**config.mk**
```make
export PLATFORM = sky130hd
export DESIGN_NAME = spi_pcs_master
export DESIGN_NICKNAME = d
export VERILOG_FILES = /design/src/rtl/spi_pcs_pkg.sv /design/src/rtl/spi_pcs_regs.sv /design/src/rtl/spi_pcs_engine.sv /design/src/rtl/spi_pcs_select.sv /design/src/rtl/spi_pcs_master.sv
export SDC_FILE = /design/constraint.sdc
export NUM_CORES = 1
export LEC_CHECK = 0
export CORE_ASPECT_RATIO = 0.75
export CORE_MARGIN = 4
export CORE_UTILIZATION = 48
export DETAILED_ROUTE_END_ITERATION = 10
export GPL_TIMING_DRIVEN = 1
export PLACE_DENSITY = 0.7
export SETUP_SLACK_MARGIN = 0.5
export SYNTH_ARGS = -nofsm -noshare
export SYNTH_HDL_FRONTEND = slang
export SYNTH_SLANG_ARGS = --single-unit
```
**constraint.sdc**
```tcl
create_clock -name clk -period 1.8 [get_ports clk]
set_input_delay 0.36 -clock clk [delete_from_list [all_inputs] [get_ports clk]]
set_output_delay 0.36 -clock clk [all_outputs]
set_load 0.02 [all_outputs]
```
**src/rtl/spi_pcs_pkg.sv**
```systemverilog
package spi_pcs_pkg;

    typedef enum logic [1:0] {
        ST_IDLE,
        ST_LEAD,
        ST_SHIFT,
        ST_TRAIL
    } spi_state_e;

    localparam logic [1:0] ADDR_IDLE_PAT = 2'd0;
    localparam logic [1:0] ADDR_PIN_EN   = 2'd1;
    localparam logic [1:0] ADDR_TX_WORD  = 2'd2;
    localparam logic [1:0] ADDR_DIVIDER  = 2'd3;

endpackage

```
**src/rtl/spi_pcs_regs.sv**
```systemverilog
module spi_pcs_regs
    import spi_pcs_pkg::*;
#(
    parameter int NUM_CS = 8,
    parameter int DATA_W = 8,
    parameter int DIV_W  = 8,
    localparam int WR_W  = DATA_W + NUM_CS
) (
    input  logic              clk,
    input  logic              rst_n,
    input  logic              wr_en,
    input  logic [1:0]        wr_addr,
    input  logic [WR_W-1:0]   wr_data,
    input  logic              busy,
    output logic              start,
    output logic [DATA_W-1:0] tx_data,
    output logic [DIV_W-1:0]  div_val,
    output logic [NUM_CS-1:0] idle_pat,
    output logic [NUM_CS-1:0] pin_en,
    output logic [NUM_CS-1:0] frame_pat
);

    logic [NUM_CS-1:0] idle_pat_q;
    logic [NUM_CS-1:0] pin_en_q;
    logic [NUM_CS-1:0] frame_pat_q;
    logic [DIV_W-1:0]  div_q;

    always_comb begin
        start   = wr_en && (wr_addr == ADDR_TX_WORD) && !busy;
        tx_data = wr_data[DATA_W-1:0];
    end

    always_ff @(posedge clk or negedge rst_n) begin
        if (!rst_n) begin
            idle_pat_q  <= '1;
            pin_en_q    <= '1;
            frame_pat_q <= '1;
            div_q       <= '0;
        end else begin
            if (wr_en && wr_addr == ADDR_IDLE_PAT) idle_pat_q <= wr_data[NUM_CS-1:0];
            if (wr_en && wr_addr == ADDR_PIN_EN)   pin_en_q   <= wr_data[NUM_CS-1:0];
            if (wr_en && wr_addr == ADDR_DIVIDER)  div_q      <= wr_data[DIV_W-1:0];
            if (start) frame_pat_q <= wr_data[WR_W-1:DATA_W];
        end
    end

    assign idle_pat  = idle_pat_q;
    assign pin_en    = pin_en_q;
    assign frame_pat = frame_pat_q;
    assign div_val   = div_q;

    // a transmit write during a frame leaves the latched frame pattern alone
    a_r10_pattern_hold: assert property (@(posedge clk) disable iff (!rst_n)
        (busy && wr_en && wr_addr == ADDR_TX_WORD) |=> $stable(frame_pat_q));

endmodule

```
**src/rtl/spi_pcs_engine.sv**
```systemverilog
module spi_pcs_engine
    import spi_pcs_pkg::*;
#(
    parameter int DATA_W = 8,
    parameter int DIV_W  = 8,
    localparam int HW        = $clog2(2 * DATA_W),
    localparam int LAST_HALF = 2 * DATA_W - 2
) (
    input  logic              clk,
    input  logic              rst_n,
    input  logic              start,
    input  logic [DATA_W-1:0] tx_data,
    input  logic [DIV_W-1:0]  div_val,
    input  logic              miso,
    output logic              busy,
    output logic              sclk,
    output logic              mosi,
    output logic              done,
    output logic [DATA_W-1:0] rx_data
);

    spi_state_e        state_q, state_d;
    logic [DIV_W-1:0]  cnt_q;
    logic [DIV_W-1:0]  div_q;
    logic [HW-1:0]     half_q;
    logic [DATA_W-1:0] tx_sr, rx_sr, rx_q;
    logic              done_q;
    logic              tick;

    assign tick = (cnt_q == div_q);

    // next-state logic
    always_comb begin
        state_d = state_q;
        unique case (state_q)
            ST_IDLE:  if (start) state_d = ST_LEAD;
            ST_LEAD:  if (tick) state_d = ST_SHIFT;
            ST_SHIFT: if (tick && half_q == HW'(LAST_HALF)) state_d = ST_TRAIL;
            ST_TRAIL: if (tick) state_d = ST_IDLE;
            default:  state_d = ST_IDLE;
        endcase
    end

    // state register
    always_ff @(posedge clk or negedge rst_n) begin
        if (!rst_n) state_q <= ST_IDLE;
        else        state_q <= state_d;
    end

    // datapath: half-period counter, shift registers, completion
    always_ff @(posedge clk or negedge rst_n) begin
        if (!rst_n) begin
            cnt_q  <= '0;
            div_q  <= '0;
            half_q <= '0;
            tx_sr  <= '0;
            rx_sr  <= '0;
            rx_q   <= '0;
            done_q <= 1'b0;
        end else begin
            done_q <= 1'b0;
            if (state_q == ST_IDLE || tick) cnt_q <= '0;
            else                            cnt_q <= cnt_q + 1'b1;
            unique case (state_q)
                ST_IDLE: begin
                    if (start) begin
                        div_q <= div_val;
                        tx_sr <= tx_data;
                    end
                end
                ST_LEAD: begin
                    if (tick) begin
                        half_q <= '0;
                        rx_sr  <= {rx_sr[DATA_W-2:0], miso};
                    end
                end
                ST_SHIFT: begin
                    if (tick) begin
                        half_q <= half_q + 1'b1;
                        if (!half_q[0]) tx_sr <= {tx_sr[DATA_W-2:0], 1'b0};
                        else            rx_sr <= {rx_sr[DATA_W-2:0], miso};
                    end
                end
                ST_TRAIL: begin
                    if (tick) begin
                        done_q <= 1'b1;
                        rx_q   <= rx_sr;
                    end
                end
                default: ;
            endcase
        end
    end

    // outputs
    always_comb begin
        busy    = (state_q != ST_IDLE);
        sclk    = (state_q == ST_SHIFT) && !half_q[0];
        mosi    = busy ? tx_sr[DATA_W-1] : 1'b0;
        done    = done_q;
        rx_data = rx_q;
    end

    a_r5_sclk_low_idle: assert property (@(posedge clk) disable iff (!rst_n)
        !busy |-> !sclk);
    a_r6_mosi_steady_high: assert property (@(posedge clk) disable iff (!rst_n)
        (sclk && $past(sclk)) |-> $stable(mosi));
    a_r4_busy_from_start: assert property (@(posedge clk) disable iff (!rst_n)
        $rose(busy) |-> $past(start));
    a_r9_done_at_fall: assert property (@(posedge clk) disable iff (!rst_n)
        done |-> (!busy && $past(busy)));
    a_r9_done_single: assert property (@(posedge clk) disable iff (!rst_n)
        done |=> !done);

endmodule

```
**src/rtl/spi_pcs_select.sv**
```systemverilog
module spi_pcs_select #(
    parameter int NUM_CS = 8
) (
    input  logic              active,
    input  logic [NUM_CS-1:0] idle_pat,
    input  logic [NUM_CS-1:0] frame_pat,
    input  logic [NUM_CS-1:0] pin_en,
    output logic [NUM_CS-1:0] cs_o
);

    for (genvar i = 0; i < NUM_CS; i++) begin : g_pin
        assign cs_o[i] = pin_en[i] & (active ? frame_pat[i] : idle_pat[i]);
    end

endmodule

```
**src/rtl/spi_pcs_master.sv**
```systemverilog
module spi_pcs_master
    import spi_pcs_pkg::*;
#(
    parameter int NUM_CS = 8,
    parameter int DATA_W = 8,
    parameter int DIV_W  = 8
) (
    input  logic                     clk,
    input  logic                     rst_n,
    input  logic                     wr_en,
    input  logic [1:0]               wr_addr,
    input  logic [DATA_W+NUM_CS-1:0] wr_data,
    input  logic                     miso,
    output logic                     sclk,
    output logic                     mosi,
    output logic [NUM_CS-1:0]        cs_o,
    output logic                     busy,
    output logic                     done,
    output logic [DATA_W-1:0]        rx_data
);

    logic              start;
    logic [DATA_W-1:0] tx_data;
    logic [DIV_W-1:0]  div_val;
    logic [NUM_CS-1:0] idle_pat, pin_en, frame_pat;

    spi_pcs_regs #(.NUM_CS(NUM_CS), .DATA_W(DATA_W), .DIV_W(DIV_W)) u_regs (
        .clk       (clk),
        .rst_n     (rst_n),
        .wr_en     (wr_en),
        .wr_addr   (wr_addr),
        .wr_data   (wr_data),
        .busy      (busy),
        .start     (start),
        .tx_data   (tx_data),
        .div_val   (div_val),
        .idle_pat  (idle_pat),
        .pin_en    (pin_en),
        .frame_pat (frame_pat)
    );

    spi_pcs_engine #(.DATA_W(DATA_W), .DIV_W(DIV_W)) u_engine (
        .clk     (clk),
        .rst_n   (rst_n),
        .start   (start),
        .tx_data (tx_data),
        .div_val (div_val),
        .miso    (miso),
        .busy    (busy),
        .sclk    (sclk),
        .mosi    (mosi),
        .done    (done),
        .rx_data (rx_data)
    );

    spi_pcs_select #(.NUM_CS(NUM_CS)) u_select (
        .active    (busy),
        .idle_pat  (idle_pat),
        .frame_pat (frame_pat),
        .pin_en    (pin_en),
        .cs_o      (cs_o)
    );

    a_r2_idle_pattern: assert property (@(posedge clk) disable iff (!rst_n)
        !busy |-> (cs_o == (idle_pat & pin_en)));
    a_r3_frame_pattern: assert property (@(posedge clk) disable iff (!rst_n)
        busy |-> (cs_o == (frame_pat & pin_en)));

endmodule

```
==> qor.csv <==
stage;metric;value;unit
place;hpwl;4900;um
routing;drt-initial-drc-count;63;
timing;relSlewSlack;73.8;%
global_routing;grt_util_all_layers;17.3;%
timing;period_needed;1.88;ns
global_routing;grt_pass1_vias;2430;
routing;vias;2317;
logic_synthesis;yosysTopAreaCell;dfrtp_1;
min_path;min_path_type;primary input to asynchronous set/reset pin;
timing;final-hold-violation-count;0;
worst_setup_path;crit_start;u_engine.state_q[1]$_DFFE_PN0P_;
worst_setup_path;r2r_slack;-0.08;ns
worst_setup_path;reg2reg_from;u_engine.cnt_q[4]$_DFF_PN0_;
clock_network;htree_levels;3;
timing;setup_ws;-0.0838;ns
place;pre_cts_slack;-0.187;ns
worst_setup_path;end_kind;output port;
routing;wl;7440;um
place;gp_congestion;0.828;
clock_network;clock_latency;0.34;ns
worst_setup_path;worstPathArrival;1.52;ns
worst_setup_path;required;1.44;ns
layout;fin_util;70.4;%
layout;area_growth;38.4;%
die;die_w;108;um
place;port-buffer-count;41;
global_routing;grt_pass1_wl;11800;um
logic_synthesis;synthArstFlopShare;100;%
die;rows;26;
layout;postLayoutCellArea;4950;um^2
routing;wl_per_cell;16.4;um
timing;tightest_slew;0.393;ns
die;die_area;8910;um^2
logic_synthesis;synthesis.area;3580;um^2
worst_setup_path;startpoint_type;register;
power_and_ir_drop;power_density;1740;nW/um^2
die;coreArea;7030;um^2
layout;insertedDiodeCount;0;
worst_setup_path;crit_type;register to output port;
timing;fin_worst_skew;0.0133;ns
global_routing;grt_max_degree;44;
run_status;violations;setup timing;
logic_synthesis;synth_edf_count;0;
routing;drt_pass1_iterations;4;
logic_synthesis;ys_ff_latch;79;
worst_setup_path;crit_fanout;5;
timing;period_share;105;%
die;fp.dieH;82.8;um
job;cap_violations;0;
logic_synthesis;synthCells;260;
routing;drtAntennaViolNets;0;
clock_network;clockRootBuffer;clkbuf_8;
logic_synthesis;ys.warnings.count;0;
logic_synthesis;yosys-top-cells-area;dfrtp_1 (38%), mux2_2 (21%), dfstp_2 (18%);
run_status;status;finished, violations left;
timing;rsz0062_at_grt;yes;
logic_synthesis;synth_area_per_cell;13.8;um^2
clock_network;cts.path.max_buffers;2;
power_and_ir_drop;vdd_ir_drop_max;0.993;mV
logic_synthesis;netlist.area_leader.share;38.5;%
clock_network;cts.sinks;79;
worst_setup_path;regToRegEndpoint;u_engine.rx_sr[7]$_DFFE_PN0P_;
worst_setup_path;reg2regPathDepth;5;
global_routing;antenna_found_initial;0;
global_routing;grt.overflow.total;0;
routing;drc_errors;0;
clock_network;clk_pin_slew;0.09;ns
layout;final_nets;380;
worst_setup_path;critPathCapture;cs_o[5];
timing;setup_viol;33;
layout;drive_gt1_share;58.1;%
power_and_ir_drop;power;8.63;mW
clock_network;cts_tree;built;
logic_synthesis;ys_types;38;
logic_synthesis;synth_flop_cell;dfrtp_1;
timing;hold_ws;0.477;ns
timing;drv_slew;0;
place;placed_area;4430;um^2
logic_synthesis;ys_seq_area_share;56.1;%
clock_network;cts_buffers;9;
die;ios;42;
power_and_ir_drop;p_leak;2.23;nW
timing;fmaxAchievable;0.531;GHz
routing;post_drt_via_cell_ratio;5.10;
die;start_util;50.9;%
logic_synthesis;synth_fp_nets;289;
[cells in the mapped netlist (all sizes together) (2+ instances only)]
master / count
a31oi: 2
and2: 2
and3: 4
buf: 2
clkbuf: 4
dfrtp: 55
dfstp: 24
ha: 7
inv: 9
mux2: 68
mux2i: 10
nand2: 8
nand3: 8
nand3b: 2
nor2: 11
nor2b: 9
nor4: 2
o211ai: 2
o21ai: 4
xnor2: 4
xor2: 10
[where the power goes]
| part | switching [mW] | internal [mW] |
|---|---|---|
| sequential | 0.405 | 2.55 |
| clock | 0.628 | 0.785 |
| combinational | 1.88 | 2.38 |
| total | 2.91 | 5.71 |
[area by class of cell]
| type | instances | area [um^2] |
|---|---|---|
| inverter | 9 | 43.8 |
| multi-input combinational | 167 | 1780 |
| clock buffer | 11 | 131 |
| sequential | 79 | 2010 |
| tap | 98 | 123 |
| clock inverter | 5 | 83.8 |
| timing repair buffer | 85 | 785 |
| fill | 519 | 2080 |
[worst min path at each step]
stage	startpoint	end	slack, ns	cells past startpoint
global route	rst_n	u_engine.rx_sr[3]$_DFFE_PN0P_	0.52	2
detailed placement	rst_n	u_engine.half_q[1]$_DFFE_PN0P_	0.32	1
CTS	rst_n	u_engine.state_q[0]$_DFFE_PN0P_	0.48	2
finish	rst_n	u_engine.rx_sr[3]$_DFFE_PN0P_	0.48	2
floorplan	rst_n	u_engine.cnt_q[0]$_DFF_PN0_	0.06	0
global placement	rst_n	u_engine.half_q[1]$_DFFE_PN0P_	0.32	1
[flip-flops by register name (all words and copies together), names as in the netlist]
register,cells
u_regs.frame_pat,8
u_engine.rx_sr,8
u_engine.div_q,8
u_engine.rx_data,8
u_engine.state_q,2
u_regs.div_val,8
u_engine.half_q,4
u_regs.pin_en,8
u_regs.idle_pat,8
u_engine.cnt_q,8
u_engine.done,1
u_engine.tx_sr,8
[logic make-up after synthesis]
group,synth area share (%)
flip-flops,56.1
multiplexers,24.3
AND/OR/NAND/NOR,8.01
AO/OA/AOI/OAI,3.92
buffers and inverters,1.78
XOR/XNOR,3.43
adder cells (fa/ha/maj),2.45
[timing repair]
item / CTS / global route
setup buffers: 7 / 5
pin swaps: 9 / 16
hold buffers: 1 / 0
hold endpoints to repair: 25 / 0
cloned: 0 / 1
endpoints found under the setup margin: 96 / 67
resized for setup: 135 / 21
[worst max-delay path, cell delays in order (launching register included)]
cell	delay (ns)
dfrtp_1	0.39
inv_2	0.09
ha_4	0.15
buf_12	0.13
mux2i_4	0.23
nor2b_2	0.06
buf_6	0.13
[placed cells by master (no fill, tap or decap), types with 2 or more instances in the layout]
master and n:
and3_1 2, and3_2 2, buf_12 4, buf_2 8
buf_4 34, buf_6 18, bufinv_16 2, clkbuf_1 2
clkbuf_8 9, clkdlybuf4s50_1 17, clkinvlp_4 2, dfrtp_1 55
dfstp_2 24, dlygate4sd2_1 3, ha_1 5, ha_4 2
inv_1 5, inv_2 2, inv_6 2, mux2_2 42
mux2_4 26, mux2i_1 8, mux2i_4 2, nand2_1 5
nand2_4 2, nand3_1 7, nand3b_1 2, nor2_1 8
nor2_4 3, nor2b_2 8, nor4_4 2, o211ai_1 2
o21ai_0 3, or2_4 2, xnor2_1 4, xor2_1 9
[metal layers]
metal	wire length [um]	up-vias	GRT usage, %
met1	3520	1155	23.6
met4	96	0	5.30
met2	3500	51	27.5
li1	-	1100	-
met3	331	11	4.35
met5	0	-	0
[metrics by stage]
step	instances	setup TNS, ns
6_report	454	-1.67
3_5_place_dp	424	-4.69
5_1_grt	454	-5.02
3_3_place_gp	424	-3.97
4_1_cts	448	-2.10
2_1_floorplan	260	-0.596
(Power assumes the default switching activity.)
